**config.mk**
```make
export PLATFORM = sky130hd
export DESIGN_NAME = spi_slave_mf
export DESIGN_NICKNAME = d
export VERILOG_FILES = /design/src/rtl/spi_slave_pkg.sv /design/src/rtl/spi_sync.sv /design/src/rtl/spi_shift_eng.sv /design/src/rtl/spi_slave_regs.sv /design/src/rtl/spi_slave_mf.sv
export SDC_FILE = /design/constraint.sdc
export NUM_CORES = 1
export LEC_CHECK = 0
export BUFFER_PORTS_ARGS = -buffer_cell sky130_fd_sc_hd__buf_2
export CAP_MARGIN = 0
export CORE_MARGIN = 5
export CORE_UTILIZATION = 30
export DETAILED_ROUTE_END_ITERATION = 10
export PLACE_DENSITY_LB_ADDON = 0.2
export SYNTH_ARGS = -nofsm -noshare
export SYNTH_HDL_FRONTEND = slang
export SYNTH_HIERARCHICAL = 1
export SYNTH_SLANG_ARGS = --single-unit
```
**constraint.sdc**
```tcl
create_clock -name clk -period 2.55 [get_ports clk]
set_input_delay 0.51 -clock clk [delete_from_list [all_inputs] [get_ports clk]]
set_output_delay 0.51 -clock clk [all_outputs]
set_load 0.03 [all_outputs]
```
**src/rtl/spi_slave_pkg.sv**
```systemverilog
package spi_slave_pkg;

  localparam int unsigned CTRL_W = 7;

  typedef enum logic [1:0] {
    A_CTRL = 2'd0,
    A_STAT = 2'd1,
    A_DATA = 2'd2
  } reg_addr_e;

  // MSB-first packing: en is bit 0, mf_en bit 6
  typedef struct packed {
    logic mf_en;
    logic err_ie;
    logic rx_ie;
    logic tx_ie;
    logic cpha;
    logic cpol;
    logic en;
  } ctrl_t;

endpackage

```
**src/rtl/spi_sync.sv**
```systemverilog
module spi_sync #(
  parameter int unsigned W      = 1,
  parameter int unsigned STAGES = 2,   // must be at least 2
  parameter logic [W-1:0] RST   = '0
) (
  input  logic         clk,
  input  logic         rst_n,
  input  logic [W-1:0] d,
  output logic [W-1:0] q
);

  logic [STAGES-1:0][W-1:0] stg;

  always_ff @(posedge clk or negedge rst_n) begin
    if (!rst_n) stg <= {STAGES{RST}};
    else        stg <= {stg[STAGES-2:0], d};
  end

  assign q = stg[STAGES-1];

endmodule

```
**src/rtl/spi_shift_eng.sv**
```systemverilog
module spi_shift_eng #(
  parameter int unsigned DW = 8
) (
  input  logic          clk,
  input  logic          rst_n,
  input  logic          en,
  input  logic          cpol,
  input  logic          cpha,
  input  logic          sck_s,
  input  logic          ss_s,      // synchronized, high = deselected
  input  logic          mosi_s,
  input  logic [DW-1:0] tx_buf,
  output logic          load,      // tx_buf moved into shifter
  output logic          done,      // byte complete this cycle
  output logic [DW-1:0] rx_byte,
  output logic          fault,     // select released mid-transfer
  output logic          active,
  output logic          miso
);

  localparam int unsigned CW = (DW > 1) ? $clog2(DW) : 1;
  localparam logic [CW-1:0] LAST = CW'(DW - 1);

  logic          sck_q, ss_q;
  logic [DW-1:0] tx_sh;
  logic [DW-2:0] rx_sh;
  logic [CW-1:0] cnt;

  logic sel, sck_edge, lead, trail, samp_e, shft_e;
  logic ss_fall, ss_rise, start0, start1, do_samp, do_shift;

  always_comb begin
    sel      = en & ~ss_s;
    sck_edge = sck_s ^ sck_q;
    lead     = sck_edge & (sck_s != cpol);
    trail    = sck_edge & (sck_s == cpol);
    samp_e   = cpha ? trail : lead;
    shft_e   = cpha ? lead  : trail;
    ss_fall  = ss_q & ~ss_s;
    ss_rise  = ~ss_q & ss_s;
    start0   = en & ~cpha & ss_fall & ~active;
    start1   = sel & cpha & lead & ~active;
    load     = start0 | start1;
    fault    = en & ss_rise & active;
    do_samp  = sel & active & samp_e;
    do_shift = sel & active & shft_e;
    done     = do_samp & (cnt == LAST);
    rx_byte  = {rx_sh, mosi_s};
    miso     = tx_sh[DW-1];
  end

  always_ff @(posedge clk or negedge rst_n) begin
    if (!rst_n) begin
      sck_q <= 1'b0;
      ss_q  <= 1'b1;
    end else begin
      sck_q <= sck_s;
      ss_q  <= ss_s;
    end
  end

  always_ff @(posedge clk or negedge rst_n) begin
    if (!rst_n) begin
      active <= 1'b0;
      cnt    <= '0;
      tx_sh  <= '0;
      rx_sh  <= '0;
    end else if (!en) begin
      active <= 1'b0;
      cnt    <= '0;
    end else begin
      if (load) begin
        tx_sh  <= tx_buf;
        active <= 1'b1;
        cnt    <= '0;
      end else if (do_shift) begin
        tx_sh <= {tx_sh[DW-2:0], 1'b0};
      end
      if (do_samp) begin
        rx_sh <= rx_byte[DW-2:0];
        if (done) begin
          active <= 1'b0;
          cnt    <= '0;
        end else begin
          cnt <= cnt + 1'b1;
        end
      end
    end
  end

endmodule

```
**src/rtl/spi_slave_regs.sv**
```systemverilog
module spi_slave_regs
  import spi_slave_pkg::*;
#(
  parameter int unsigned DW = 8
) (
  input  logic          clk,
  input  logic          rst_n,
  input  logic          bus_wr,
  input  logic          bus_rd,
  input  logic [1:0]    bus_addr,
  input  logic [DW-1:0] bus_wdata,
  output logic [DW-1:0] bus_rdata,
  input  logic          load,
  input  logic          done,
  input  logic [DW-1:0] rx_byte,
  input  logic          fault,
  input  logic          fault_cond,
  output ctrl_t         ctrl,
  output logic [DW-1:0] tx_buf,
  output logic [DW-1:0] rx_data,
  output logic          txe,
  output logic          rxf,
  output logic          ovr,
  output logic          modf,
  output logic          tx_irq,
  output logic          rx_irq
);

  logic stat_rd, data_rd, ctrl_wr, data_wr;
  logic rx_arm, mf_arm, rx_clr, mf_clr;
  logic wdata_unused;

  assign wdata_unused = ^bus_wdata[DW-1:CTRL_W];

  always_comb begin
    stat_rd = bus_rd & (bus_addr == A_STAT);
    data_rd = bus_rd & (bus_addr == A_DATA);
    ctrl_wr = bus_wr & (bus_addr == A_CTRL);
    data_wr = bus_wr & (bus_addr == A_DATA);
    rx_clr  = data_rd & rx_arm;
    mf_clr  = ctrl_wr & mf_arm & ~fault_cond;
  end

  always_comb begin
    unique case (bus_addr)
      A_CTRL:  bus_rdata = DW'(ctrl);
      A_STAT:  bus_rdata = DW'({modf, ovr, rxf, txe});
      A_DATA:  bus_rdata = rx_data;
      default: bus_rdata = '0;
    endcase
  end

  always_ff @(posedge clk or negedge rst_n) begin
    if (!rst_n) begin
      ctrl    <= '0;
      tx_buf  <= '0;
      rx_data <= '0;
      txe     <= 1'b1;
      rxf     <= 1'b0;
      ovr     <= 1'b0;
      modf    <= 1'b0;
      rx_arm  <= 1'b0;
      mf_arm  <= 1'b0;
    end else begin
      if (ctrl_wr) ctrl <= ctrl_t'(bus_wdata[CTRL_W-1:0]);

      if (data_wr) begin
        tx_buf <= bus_wdata;
        txe    <= 1'b0;
      end else if (load) begin
        txe <= 1'b1;
      end

      if (data_rd)                  rx_arm <= 1'b0;
      else if (stat_rd & (rxf|ovr)) rx_arm <= 1'b1;

      if (done & (~rxf | rx_clr)) rx_data <= rx_byte;
      if (done)        rxf <= 1'b1;
      else if (rx_clr) rxf <= 1'b0;
      if (done & rxf & ~rx_clr) ovr <= 1'b1;
      else if (rx_clr)          ovr <= 1'b0;

      if (ctrl_wr)              mf_arm <= 1'b0;
      else if (stat_rd & modf)  mf_arm <= 1'b1;

      if (fault)       modf <= 1'b1;
      else if (mf_clr) modf <= 1'b0;
    end
  end

  always_comb begin
    tx_irq = txe & ctrl.tx_ie;
    rx_irq = ctrl.rx_ie & (rxf | (ovr & ctrl.err_ie)
                               | (modf & ctrl.err_ie & ctrl.mf_en));
  end

endmodule

```
**src/rtl/spi_slave_mf.sv**
```systemverilog
module spi_slave_mf
  import spi_slave_pkg::*;
#(
  parameter int unsigned DW = 8
) (
  input  logic          clk,
  input  logic          rst_n,
  input  logic          bus_wr,
  input  logic          bus_rd,
  input  logic [1:0]    bus_addr,
  input  logic [DW-1:0] bus_wdata,
  output logic [DW-1:0] bus_rdata,
  input  logic          sck,
  input  logic          ss_n,
  input  logic          mosi,
  output logic          miso,
  output logic          miso_oe,
  output logic          tx_irq,
  output logic          rx_irq
);

  logic          sck_s, ss_s, mosi_s;
  ctrl_t         ctrl_q;
  logic          en, rx_ie;
  logic [DW-1:0] tx_buf, rx_byte, rx_data_q;
  logic          load, done, fault, active;
  logic          txe, rxf, ovr, modf;

  spi_sync #(.W(3), .STAGES(2), .RST(3'b010)) u_sync (
    .clk   (clk),
    .rst_n (rst_n),
    .d     ({sck, ss_n, mosi}),
    .q     ({sck_s, ss_s, mosi_s})
  );

  assign en    = ctrl_q.en;
  assign rx_ie = ctrl_q.rx_ie;

  spi_shift_eng #(.DW(DW)) u_eng (
    .clk     (clk),
    .rst_n   (rst_n),
    .en      (en),
    .cpol    (ctrl_q.cpol),
    .cpha    (ctrl_q.cpha),
    .sck_s   (sck_s),
    .ss_s    (ss_s),
    .mosi_s  (mosi_s),
    .tx_buf  (tx_buf),
    .load    (load),
    .done    (done),
    .rx_byte (rx_byte),
    .fault   (fault),
    .active  (active),
    .miso    (miso)
  );

  spi_slave_regs #(.DW(DW)) u_regs (
    .clk        (clk),
    .rst_n      (rst_n),
    .bus_wr     (bus_wr),
    .bus_rd     (bus_rd),
    .bus_addr   (bus_addr),
    .bus_wdata  (bus_wdata),
    .bus_rdata  (bus_rdata),
    .load       (load),
    .done       (done),
    .rx_byte    (rx_byte),
    .fault      (fault),
    .fault_cond (en & active & ss_s),
    .ctrl       (ctrl_q),
    .tx_buf     (tx_buf),
    .rx_data    (rx_data_q),
    .txe        (txe),
    .rxf        (rxf),
    .ovr        (ovr),
    .modf       (modf),
    .tx_irq     (tx_irq),
    .rx_irq     (rx_irq)
  );

  assign miso_oe = en & ~ss_s;

endmodule

```
==> Word-level counts from Yosys, hierarchy flattened <==
Cells that the tools add are included.
{ "word_totals": {"ff_bits": 56, "output_inout_bits": 12, "wordCells": 113} }
{ "op_classes": {"addsub": 1, "n_eq_ne": 6, "mux": 24, "n_bitwise": 49, "reduce_logical": 10} }
{ "ops": {"columns": ["cell", "n"], "rows": [
  ["$and A1 B1 Y1", 36],
  ["$pmux W8 S3", 1],
  ["$mux W1", 17],
  ["$mux W8", 2],
  ["$reduce_bool A2 Y1", 7],
  ["$mux W3", 4],
  ["$not A1 Y1", 7],
  ["$or A1 B1 Y1", 5],
  ["$reduce_and A2 Y1", 2],
  ["$add A3 B1 Y3 const B", 1],
  ["$eq A3 B3 Y1 const B", 1],
  ["$ne A3 B3 Y1 const B", 1],
  ["$eq A2 B1 Y1 const B", 1],
  ["$eq A2 B2 Y1 const B", 1],
  ["$logic_not A2 Y1", 1],
  ["$eq A1 B1 Y1", 1],
  ["$ne A1 B1 Y1", 1],
  ["$xor A1 B1 Y1", 1]
]} }

==> Depth between registers and ports, before layout <==
Gate-level depths: netlist of run 1.
{ "depth": {"depth_word": 10, "mapped_depth": 8} }

==> Cells and area by module <==
The synthesis of run 1 kept the hierarchy.
{ "by_module_without_submodules": {"columns": ["module", "n_inst", "cells_per_inst", "area_per_inst_um2", "seq_area_each_um2"], "rows": [
  ["spi_slave_regs", 1, 99, 1306.3, 726.9],
  ["spi_shift_eng", 1, 83, 1042.2, 526.8],
  ["spi_sync", 1, 9, 175.2, 152.6],
  ["spi_slave_mf", 1, 2, 16.3, 0.0]
]} }

==> Least setup slack after synthesis of run 1 <==
Ideal clock, no wire load.
{ "synth_path": {"kind": "register to register", "startpoint": "reg u_sync.stg (netlist bit u_sync/q[2])", "endpoint": "reg u_regs.rx_data[0]", "arrival_time_ps": 2042, "path_slack_ps": 383, "path_stages_with_launch": 9, "path_buffers": 2, "path_cell_list": "dfrtp_1 -> buf_4 -> and2b_1 -> mux2i_1 -> nor3_1 -> buf_4 -> and2_1 -> a21boi_4 -> mux2_2"} }
{ "synth_between": {"elab_chain_cells": 6, "word_cells_on_any_way": 9, "cone_classes": "eq/ne (2); mux (1); bitwise (6)"} }
{ "synth_rtl": {"columns": ["element", "line_no", "text"], "rows": [
  ["from (decl)", "spi_sync.sv:12", "logic [STAGES-1:0][W-1:0] stg;"],
  ["from (signal assigned)", "spi_sync.sv:15", "if (!rst_n) stg <= {STAGES{RST}};"],
  ["from (signal assigned)", "spi_sync.sv:16", "else stg <= {stg[STAGES-2:0], d};"],
  ["$xor A1 B1 Y1 (tied with other cells)", "spi_shift_eng.sv:34", "sck_edge = sck_s ^ sck_q;"],
  ["$and A1 B1 Y1, on equally long branches", "spi_shift_eng.sv:35, spi_shift_eng.sv:36", null],
  ["$mux W1 *", "spi_shift_eng.sv:37", "samp_e = cpha ? trail : lead;"],
  ["$and A1 B1 Y1 *", "spi_shift_eng.sv:45", "do_samp = sel & active & samp_e;"],
  ["$and A1 B1 Y1 *", "spi_shift_eng.sv:47", "done = do_samp & (cnt == LAST);"],
  ["named net done", "spi_slave_mf.sv:26", "logic load, done, fault, active;"],
  ["$and A1 B1 Y1 *", "spi_slave_regs.sv:77", "if (done & (~rxf | rx_clr)) rx_data <= rx_byte;"],
  ["to (signal assigned)", "spi_slave_regs.sv:77", null],
  ["to (decl)", "spi_slave_regs.sv:20", "output logic [DW-1:0] rx_data,"]
]} }
Mark *: on every way through the listed nets, which the timed path passes. The rest lies on a longest branch.
A chain may end at the register's enable or synchronous reset.

==> Final worst setup path of run 1 <==
{ "layout_path": {"startpoint": "reg u_regs/ctrl[2] (netlist bit)", "endpoint": "reg u_regs.rx_data[1]"} }
{ "layout_between": {"elab_chain_cells": 4} }
{ "layout_rtl": {"columns": ["element", "line_no", "text"], "rows": [
  ["from (decl)", "spi_slave_regs.sv:18", "output ctrl_t ctrl,"],
  ["from (signal assigned)", "spi_slave_regs.sv:65", "if (ctrl_wr) ctrl <= ctrl_t'(bus_wdata[CTRL_W-1:0]);"],
  ["$mux W1", "spi_shift_eng.sv:37", null],
  ["$and A1 B1 Y1", "spi_shift_eng.sv:45", null],
  ["$and A1 B1 Y1", "spi_shift_eng.sv:47", null],
  ["named net done", "spi_slave_mf.sv:26", null],
  ["$and A1 B1 Y1", "spi_slave_regs.sv:77", null]
]} }
The timed path passes the listed nets, and every way through them passes these cells.

==> summary.md, run 1 <==
| Metric | Value |
|---|---|
| Number of I/O port buffers | `28` |
| # setup viols final | `0` |
| CP Max Fanout | `8` |
| DPL Wire Length | `3.72 mm` |
| Cell family with most CP delay | `multiplexers` |
| Crit Reg-Reg Startpoint | `u_regs/ctrl[2]` |
| Drt total wl | `5.27 mm` |
| Crit path DAT | `2180 ps` |
| Vias | `1545` |
| Top cells by count, synth | `dfrtp_1 (52), mux2_2 (30), o22a_1 (12)` |
| # resized after CTS | `0` |
| Peak supply drop | `205 µV` |
| # nets final | `243` |
| Post-synthesis sequential area ratio | `55.4%` |
| Die ar. | `10400 µm²` |
| Initial antenna violation count | `0` |
| Post-CTS Hold Buffers | `0` |
| Ys flop type | `dfrtp_1` |
| DRT antenna net count | `0` |
| Chip height | `102 µm` |
| CP Launch Type | `flip-flop` |
| Measured slew at the worst slew-check pin | `717 ps` |
| Top cell type's share of synthesized area | `51.2%` |
| Crit path from | `u_regs/ctrl[2]` |
| Synth Register Bits | `56` |
| Placer Congestion | `0.776` |
| CTS Root Buffer Type | `clkbuf_8` |
| Period minus WS final | `1990 ps` |
| Fraction of registers with async set/reset | `100%` |
| Largest cells by area after synthesis | `dfrtp_1 (51%), mux2_2 (13%), mux2i_1 (4.3%), dfstp_2 (4.1%), o22a_1 (4.1%)` |
| I/O pins | `29` |
| H-tree Lvls | `2` |
| Total GRT Usage | `11.0%` |
| Slew HR | `52.2%` |
| WL/cell | `16.0 µm` |
| Worst path slowest cell | `dfrtp_1` |
| Syn Area/Cell | `13.2 µm²` |
| Number of flops mapped to enable cells by yosys | `0` |
| Layout Skew | `11.4 ps` |
| Cell count after synthesis | `193` |
| Pwr Density | `751 nW/µm²` |
| Netlist cell types | `47` |
| Initial core utilization | `30.9%` |
| Cell with the most instances after synthesis | `dfrtp_1` |
| Post-CTS setup buffer count | `0` |
| CTS Sinks | `56` |
| Status | `finished clean` |
| Req. time, crit path | `2750 ps` |
| CTS tree | `yes` |
| Core footprint | `8220 µm²` |
| Setup TNS | `0 ps` |
| Setup ws final | `565 ps` |
| FP Rows | `33` |
| CP Cell Sequence | `xnor2_1, mux2i_1, nor3_1, and2_1, a21boi_4, mux2_2` |
| CTS clk-pin slew, worst paths | `100 ps` |
| Syn nets | `212` |
| WS Path Type | `flip-flop to flip-flop` |
| Final Max Tran Viols | `0` |
| Mapped Area | `2540 µm²` |
| CP endpoint kind | `flip-flop` |
| Num CTS Buffers | `5` |
| YS warnings | `6` |
| Die Width | `102 µm` |
| Leak Pwr | `0.00132 µW` |
| Slowest cell delay on critical path | `470 ps` |
| DR vias/cell | `4.68` |
| Max cap viols | `0` |
| Initial DRC count | `63` |
| Place WS | `550 ps` |
| Clk_lat worst skew | `310 ps` |
| Clock tree buffer depth | `2` |
| GRT overflow | `0` |
| Pre-Repair DR Iteration Count | `4` |
| Hold_sp | `ss_n` |
| Synth area leader | `dfrtp_1` |
| Vias in the first global route | `1597` |
| Buf/Inv on CP | `0` |
| Pin count of the biggest net entering global routing | `57` |
| Global-route wire length before repair | `8.74 mm` |
| Worst Hold Class | `primary input to flip-flop` |
| RSZ-0062 raised after global routing | `false` |
| Period utilization | `77.8%` |
| Diode count | `0` |
| Area growth from synthesis to layout | `13.8%` |
| Max Fclk | `504 MHz` |
| Final-report hold violation count | `0` |
| Layout cells sized above 1 | `39.6%` |
| Drc violations | `0` |
-- logic make-up after synthesis --
group	Yosys count	share of synthesized area [%]
AOI/OAI and AO/OA	38	12.4
xor gates and xnor gates	1	0.345
adders and majority gates	2	0.985
buffers and inverters	13	3.15
DFF	56	55.4
muxes	41	17.6
and+or+nand+nor	42	10.1
-- sequential cells by signal (all words and copies together) (netlist names) --
name and count:
u_regs/ovr 1, u_regs/mf_arm 1, u_regs/txe 1, u_regs/rx_data 8, u_regs/modf 1, u_eng/rx_sh 7, u_eng/active 1, u_eng/ss_q 1
u_sync/stg 3, u_eng/cnt 3, u_regs/ctrl 7, u_sync/q 3, u_eng/sck_q 1, u_regs/rx_arm 1, u_eng/tx_sh 8, u_regs/tx_buf 8
u_regs/rxf 1
-- routing by layer --
metal | vias to the layer above | share of wire (%) | track usage, %
met5 | - | 0 | 0
met4 | 0 | 1.4 | 3.63
met3 | 5 | 4.2 | 2.59
met2 | 24 | 43 | 15.6
met1 | 760 | 51 | 16.5
li1 | 756 | - | -
-- layout make-up --
| type | count | area [µm²] |
|---|---|---|
| fill | 809 | 5330 |
| sequential | 56 | 1410 |
| multi-input combinational | 124 | 1050 |
| timing repair buffer | 33 | 178 |
| tap | 105 | 131 |
| clock buffer | 6 | 72.6 |
| clock inverter | 2 | 35.0 |
| inverter | 4 | 15.0 |
-- worst reg2reg max path, delay by kind of cell (launching register included) --
kind	cells	cell delay (ps)
muxes	2	480
DFF	1	470
and+or+nand+nor	2	380
AOI/OAI and AO/OA	1	330
xor gates and xnor gates	1	220
-- layout by cell type, fill, tap and decap left out, types with 2 or more instances in the layout --
| master | count |
|---|---|
| dfrtp_1 | 52 |
| a21o_1 | 3 |
| inv_1 | 3 |
| nand2b_1 | 4 |
| o22a_2 | 2 |
| nor2b_1 | 4 |
| a21oi_1 | 4 |
| o211ai_1 | 3 |
| buf_4 | 5 |
| mux2i_1 | 11 |
| buf_2 | 28 |
| o21ai_0 | 4 |
| and2_1 | 3 |
| ha_1 | 2 |
| mux2_2 | 30 |
| clkbuf_8 | 5 |
| dfstp_2 | 4 |
| or2_2 | 2 |
| nand2_1 | 8 |
| and2b_1 | 2 |
| o22a_1 | 12 |
| nor2_1 | 7 |
-- where the power goes --
group          switching [µW]  leakage, µW  internal [µW]
Combinational             222     0.000564            219
Clock                     282    0.0000552            292
Sequential                116     0.000697           1040
Total                     620      0.00132           1550
-- worst paths after layout --
path	endpoint	slack (ps)	cells after the start
min reg2reg	u_sync/q[0]	360	0
min	u_sync/stg[1]	290	1
max in group asynchronous	u_eng/rx_sh[3]	1740	2
max reg2reg	u_regs/rx_data[1]	560	6
max	u_regs/rx_data[1]	560	6
min in group asynchronous	u_regs/tx_buf[7]	330	2
-- per-stage QoR --
step                      util [%]  hold slack (ps)  power [µW]  std cells  instance area, µm²
after floorplan                  -              214        1470        193                2540
after CTS                     35.2              278        2210        330                2890
final                         35.2              288        2170        330                2890
after global routing          35.2              272        2300        330                2890
after global placement        33.9              338        1620        322                2780
after detailed placement      33.9              341        1630        322                2780
(Power assumes the default switching activity.)
==> run 2: changes to the inputs <==
--- a/config.mk
+++ b/config.mk
@@ -5,6 +5,7 @@
 export SDC_FILE = /design/constraint.sdc
 export NUM_CORES = 1
 export LEC_CHECK = 0
+export ABC_AREA = 1
 export BUFFER_PORTS_ARGS = -buffer_cell sky130_fd_sc_hd__buf_2
 export CAP_MARGIN = 0
 export CORE_MARGIN = 5
==> constraint.sdc (replaced) <==
create_clock -name clk -period 2.02 [get_ports clk]
set_input_delay 0.404 -clock clk [delete_from_list [all_inputs] [get_ports clk]]
set_output_delay 0.404 -clock clk [all_outputs]
set_load 0.03 [all_outputs]
==> run 2 against run 1 <==
Synthesized cell count grew 62%. Flip-flop and latch count is the same. Non-clock buffer count grew 2. Clock power grew 7.0%. Clock skew grew 4.5 ps. Combinational power grew 23%. Die area grew 4.5%.
==> summary.md, run 2 <==
| Metric | Value |
|---|---|
| Num CTS Buffers | `5 (unchanged)` |
| CP Launch Type | `primary input` |
| Vias | `2048 (+33%)` |
| Mapped Area | `2670 µm² (+5.0%)` |
| Placer Congestion | `0.828 (+6.8%)` |
| Peak supply drop | `272 µV (+33%)` |
| Cell with the most instances after synthesis | `nand2_1` |
| Die ar. | `10900 µm² (+4.5%)` |
| Core footprint | `8680 µm² (+5.6%)` |
| CTS Root Buffer Type | `clkbuf_8` |
| Die Width | `104 µm (+2.2%)` |
| Vias in the first global route | `2001 (+25%)` |
| Ys flop type | `dfrtp_1` |
| Top cells by count, synth | `nand2_1 (107), dfrtp_1 (52), inv_1 (43)` |
| Most frequent cells in the layout | `nand2_1 (107), dfrtp_1 (52), inv_1 (43), buf_2 (28), nand3_1 (26)` |
| Global-route wire length before repair | `9.68 mm (+11%)` |
| Crit path DAT | `1320 ps (-860 ps)` |
| Final Max Tran Viols | `0 (unchanged)` |
| DRT antenna net count | `0 (unchanged)` |
| H-tree Lvls | `2 (unchanged)` |
| Syn nets | `331 (+56%)` |
| Pwr Density | `841 nW/µm² (+12%)` |
| GRT overflow | `0 (unchanged)` |
| Post-CTS setup buffer count | `0 (unchanged)` |
| I/O pins | `29 (unchanged)` |
| Status | `finished clean` |
| WS Path Type | `primary input to primary output` |
| # resized after CTS | `0 (unchanged)` |
| Synth Register Bits | `56 (unchanged)` |
| Drt total wl | `5.83 mm (+11%)` |
| Worst Reg-to-Reg Cells | `11 (+5)` |
| Crit Reg-Reg Startpoint | `u_regs/ctrl[1]` |
| Area growth from synthesis to layout | `13.3%` |
| Synth area leader | `dfrtp_1` |
| Slew HR | `74.7% (+22 points)` |
| Final-report hold violation count | `0 (unchanged)` |
| Req. time, crit path | `1620 ps (-1130 ps)` |
| YS warnings | `6 (unchanged)` |
| CTS Sinks | `56 (unchanged)` |
| WL/cell | `12.9 µm (-19%)` |
| Fraction of registers with async set/reset | `100% (unchanged)` |
| Netlist cell types | `27 (-43%)` |
| Top cell type's share of synthesized area | `48.8% (-2.4 points)` |
| Cell count after synthesis | `312 (+62%)` |
| Post-synthesis sequential area ratio | `52.7% (-2.6 points)` |
| Layout cells sized above 1 | `21.2% (-18 points)` |
| Top Registers | `u_eng/tx_sh (8), u_regs/rx_data (8), u_regs/tx_buf (8)` |
| Pin count of the biggest net entering global routing | `57 (unchanged)` |
| # nets final | `362 (+49%)` |
| Final Util | `34.8% (-0.37 points)` |
| Chip height | `104 µm (+2.2%)` |
| Initial antenna violation count | `0 (unchanged)` |
| Drc violations | `0 (unchanged)` |
| Number of I/O port buffers | `28 (unchanged)` |
| # setup viols final | `0 (unchanged)` |
| Crit path from | `bus_addr[0]` |
| Period minus WS final | `1720 ps` |
| DPL Wire Length | `4.24 mm (+14%)` |
| Leak Pwr | `0.00165 µW (+25%)` |
| Total GRT Usage | `10.8% (-0.24 points)` |
| CTS clk-pin slew, worst paths | `100 ps (about the same)` |
| Leading cell type in the layout, fill and taps excluded | `nand2_1` |
| DR vias/cell | `4.53 (-3.2%)` |
| Measured slew at the worst slew-check pin | `380 ps (-337 ps)` |
| Period utilization | `85.2%` |
| Worst Hold Class | `primary input to async pin` |
| Clock tree buffer depth | `2 (unchanged)` |
| Number of flops mapped to enable cells by yosys | `0 (unchanged)` |
| Layout Skew | `15.9 ps (+4.52 ps)` |
| Setup crit end | `bus_rdata[1]` |
| Max cap viols | `0 (unchanged)` |
| Reg-to-Reg End | `u_regs/rx_data[5]` |
| Initial core utilization | `30.7% (-0.19 points)` |
| Pre-Repair DR Iteration Count | `4 (unchanged)` |
| Diode count | `0 (unchanged)` |
| CTS tree | `yes` |
| Largest cells by area after synthesis | `dfrtp_1 (49%), nand2_1 (15%), inv_1 (6.1%), nand3_1 (4.9%), dfstp_2 (3.9%)` |
| CP Max Fanout | `5 (-3)` |
| Max Fclk | `581 MHz` |
| Syn Area/Cell | `8.55 µm² (-35%)` |
| Initial DRC count | `98 (+56%)` |
| RSZ-0062 raised after global routing | `false` |
| CP endpoint kind | `primary output` |
| Post-CTS Hold Buffers | `0 (unchanged)` |
| Reg2reg setup slack | `410 ps (-150 ps)` |
| Setup TNS | `0 ps (unchanged)` |
| FP Rows | `34 (+3.0%)` |
| Clk_lat worst skew | `310 ps (about the same)` |
-- run 2: cell types whose count changed after synthesis, moves of 8 or more --
cell	change
nand2_1	+99
nand4_1	+11
o21ai_2	+8
nand3_1	+26
inv_1	+40
mux2_2	-30
mux2i_1	-11
o22a_1	-12
-- run 2: how the worst min path moves through the flow --
stage / start / end / slack (ps) / cells after the start
2_1_floorplan: rst_n / u_eng/active / 110 / 0
3_3_place_gp: u_sync/stg[0] / u_sync/q[0] / 330 / 0
3_5_place_dp: u_sync/stg[2] / u_sync/q[2] / 340 / 0
4_1_cts: rst_n / u_sync/q[2] / 80 / 2
5_1_grt: rst_n / u_sync/q[2] / 70 / 2
6_report: rst_n / u_sync/q[2] / 60 / 2
-- run 2: kinds of logic after synthesis --
logic type / after synthesis / share of synthesized area, %
buffers and inverters: 57 / 9.62
AND/OR/NAND/NOR: 169 / 29.5
adder cells (fa/ha/maj): 2 / 0.938
AO/OA/AOI/OAI: 28 / 7.23
flip-flops: 56 / 52.7
-- run 2: routing by layer --
metal / routed length [µm] / part of all wire, % / GRT usage, %
met5: 0 / 0 / 0
met3: 157 / 2.7 / 2.48
met2: 2730 / 47 / 17.0
met4: 66 / 1.1 / 3.52
met1: 2870 / 49 / 14.6
-- run 2: worst max-delay path, cell delays in order --
cell      delay (ps)
buf_2            140
inv_1             60
nor2_1           230
inv_1             90
o211ai_1         160
buf_2            220
-- run 2: area by class of cell --
type / count / area, µm²
fillers: 935 / 5660
flip-flops and latches: 56 / 1410
multi-input cells: 199 / 1000
repair buffers: 35 / 218
inverters: 46 / 173
well taps: 108 / 135
clock buffers: 6 / 72.6
clock inverters: 2 / 13.8
-- run 2: report_power, final --
part / internal, µW / switching (µW) / total, µW
Combinational: 198 / 343 / 541
Clock: 248 / 366 / 614
Sequential: 1280 / 106 / 1390
-- run 2: through the flow --
stage | total power (µW) | hold WS, ps | worst slack (ps) | cells | area [µm²]
2_1_floorplan | 1770 | 108 | 389 | 312 | 2670
3_3_place_gp | 1950 | 334 | 314 | 444 | 2940
3_5_place_dp | 1960 | 339 | 300 | 444 | 2940
4_1_cts | 2580 | 82.6 | 302 | 452 | 3020
5_1_grt | 2720 | 67.0 | 174 | 452 | 3020
6_report | 2540 | 64.7 | 300 | 452 | 3020
==> run 3: changes to the inputs <==
--- a/config.mk
+++ b/config.mk
@@ -8,7 +8,6 @@
 export ABC_AREA = 1
 export BUFFER_PORTS_ARGS = -buffer_cell sky130_fd_sc_hd__buf_2
 export CAP_MARGIN = 0
-export CORE_MARGIN = 5
 export CORE_UTILIZATION = 30
 export DETAILED_ROUTE_END_ITERATION = 10
 export PLACE_DENSITY_LB_ADDON = 0.2
==> constraint.sdc (replaced) <==
create_clock -name clk -period 2 [get_ports clk]
set_input_delay 0.4 -clock clk [delete_from_list [all_inputs] [get_ports clk]]
set_output_delay 0.4 -clock clk [all_outputs]
set_load 0.03 [all_outputs]
==> run 3 against run 2 <==
Power up 2.6%. Non-clock buffer count rose by 3. Routed wire length fell by 1.5%. Critical path type unchanged. Largest cell class unchanged.
==> summary.md, run 3 (synthesis results as in run 2) <==
| Metric | Value |
|---|---|
| Status | `finished clean` |
| CTS tree | `yes` |
| Top routing layer in use | `met4` |
| Period minus WS final | `1760 ps` |
| Final Util | `35.1% (+0.25 points)` |
| WS Path Type | `primary input to primary output` |
| CP endpoint kind | `primary output` |
| Post-CTS setup buffer count | `0 (unchanged)` |
| Crit path DAT | `1360 ps (+40 ps)` |
| CTS clk-pin slew, worst paths | `110 ps (about the same)` |
| Final Max Tran Viols | `0 (unchanged)` |
| Layout Skew | `14.1 ps (-1.84 ps)` |
| Fillers | `945 (+1.1%)` |
| Met2 wire length | `2.69 mm (-1.6%)` |
| Top Registers | `u_eng/tx_sh (8), u_regs/rx_data (8), u_regs/tx_buf (8)` |
| Setup TNS | `0 ps (unchanged)` |
| H-tree Lvls | `2 (unchanged)` |
| WL/cell | `12.6 µm (-2.2%)` |
| Max Fclk | `568 MHz` |
| Initial core utilization | `30.7% (unchanged)` |
| Placer Congestion | `0.859 (+3.7%)` |
| GRT overflow | `0 (unchanged)` |
| # setup viols final | `0 (unchanged)` |
| Area growth from synthesis to layout | `14.1%` |
| Drt total wl | `5.74 mm (-1.5%)` |
| Max cap viols | `0 (unchanged)` |
| Placed instance area | `2940 µm² (about the same)` |
| I/O pins | `29 (unchanged)` |
| CTS Sinks | `56 (unchanged)` |
| Clock tree buffer depth | `2 (unchanged)` |
| RSZ-0062 raised after global routing | `false` |
| Layout cells sized above 1 | `21.9% (+0.68 points)` |
| Worst path slowest cell | `nor2_1` |
| Core footprint | `8680 µm² (unchanged)` |
| CP Max Fanout | `5 (unchanged)` |
| CTS Root Buffer Type | `clkbuf_8` |
| Clk_lat worst skew | `320 ps (about the same)` |
| Final-report hold violation count | `0 (unchanged)` |
| Leading cell type in the layout, fill and taps excluded | `nand2_1` |
| Place WS | `262 ps (-37.8 ps)` |
| DRT antenna net count | `0 (unchanged)` |
| Met3 WL | `239 µm (+52%)` |
| FP Rows | `34 (unchanged)` |
| Slew HR | `73.6% (-1.1 points)` |
| Slowest cell delay on critical path | `260 ps (+30 ps)` |
| Setup ws final | `240 ps (-59.1 ps)` |
| Global-route wire length before repair | `9.83 mm (+1.5%)` |
| Worst Hold Class | `primary input to flip-flop` |
| Buf/Inv on CP | `4 (unchanged)` |
| Period utilization | `88.0%` |
| Most frequent cells in the layout | `nand2_1 (107), dfrtp_1 (52), inv_1 (43), buf_2 (28), nand3_1 (26)` |
| Initial DRC count | `96 (-2.0%)` |
| Pre-Repair DR Iteration Count | `4 (unchanged)` |
| Diode count | `0 (unchanged)` |
| Number of I/O port buffers | `28 (unchanged)` |
| # resized after CTS | `0 (unchanged)` |
| Die ar. | `9270 µm² (-15%)` |
| Die Width | `96.3 µm (-7.7%)` |
| DPL Wire Length | `4.11 mm (-2.9%)` |
| CP Launch Type | `primary input` |
| M1 WL | `2.71 mm (-5.5%)` |
| Measured slew at the worst slew-check pin | `396 ps (+16.5 ps)` |
| Chip height | `96.3 µm (-7.7%)` |
| Fin area | `3040 µm² (+0.70%)` |
| # nets final | `365 (+0.83%)` |
| DR vias/cell | `4.55 (+0.46%)` |
| Pwr Density | `857 nW/µm² (+1.9%)` |
| Drc violations | `0 (unchanged)` |
| Leak Pwr | `0.00166 µW (+0.71%)` |
| Req. time, crit path | `1600 ps (-20 ps)` |
| Pin count of the biggest net entering global routing | `31 (-46%)` |
| Cell family with most CP delay | `buffers and inverters` |
| Vias | `2071 (+1.1%)` |
| Peak supply drop | `267 µV (-1.7%)` |
| Vias in the first global route | `2043 (+2.1%)` |
| CP Cell Sequence | `buf_2, inv_1, nor2_1, inv_1, o211ai_1, buf_2` |
| Num CTS Buffers | `5 (unchanged)` |
| Total Power Consumption | `2610 µW (+2.6%)` |
| Total GRT Usage | `14.1% (+3.3 points)` |
| Initial antenna violation count | `0 (unchanged)` |
==> run 3: cell count changes in the layout (fill, tap and decap cells not counted), sizes merged <==
cell	before	now
clkinv	1	2
buf	35	37
dlygate4sd3	0	1
clkbuf	6	5
==> run 3: layer usage <==
| layer | GRT usage (%) | vias up |
|---|---|---|
| met5 | 0 | - |
| met3 | 3.08 | 10 |
| met2 | 23.6 | 30 |
| met1 | 17.7 | 986 |
| li1 | - | 1045 |
| met4 | 5.47 | 0 |
==> run 3: path summary, 6_finish.rpt <==
path | startpoint | end | slack, ps | cells after the start
max in group asynchronous | rst_n | u_sync/stg[1] | 1000 | 3
min reg2reg | u_sync/stg[0] | u_sync/q[0] | 360 | 0
min | ss_n | u_sync/stg[1] | 160 | 1
max reg2reg | u_sync/q[2] | u_regs/rx_data[5] | 360 | 10
max | bus_addr[0] | bus_rdata[1] | 240 | 6
min in group asynchronous | rst_n | u_sync/q[2] | 400 | 2
==> run 3: power by group <==
group / switching (µW) / internal (µW) / total, µW
sequential: 106 / 1290 / 1400
combinational: 343 / 202 / 544
clock: 409 / 257 / 666
total: 858 / 1750 / 2610
==> run 3: what timing repair did <==
item                                   in CTS  in global routing
setup endpoints to repair                   0                  0
endpoints found under the hold margin       2                  0
hold buffers                                1                  0
==> run 3: area by class of cell <==
class                           instances  area [µm²]  share of cell area (%)
Timing Repair Buffer                   38         230                    7.57
Sequential cell                        56        1410                    46.2
Tap cell                              108         135                    4.44
Inverter                               46         173                    5.67
Clock buffer                            5        68.8                    2.26
Clock inverter                          3        26.3                   0.863
Multi-Input combinational cell        199        1000                    33.0
==> run 3: through the flow <==
step | hold slack (ps) | std cells
final | 165 | 455
after global routing | 147 | 455
after CTS | 156 | 455
after detailed placement | 201 | 446
after global placement | 201 | 446
after floorplan | 104 | 312
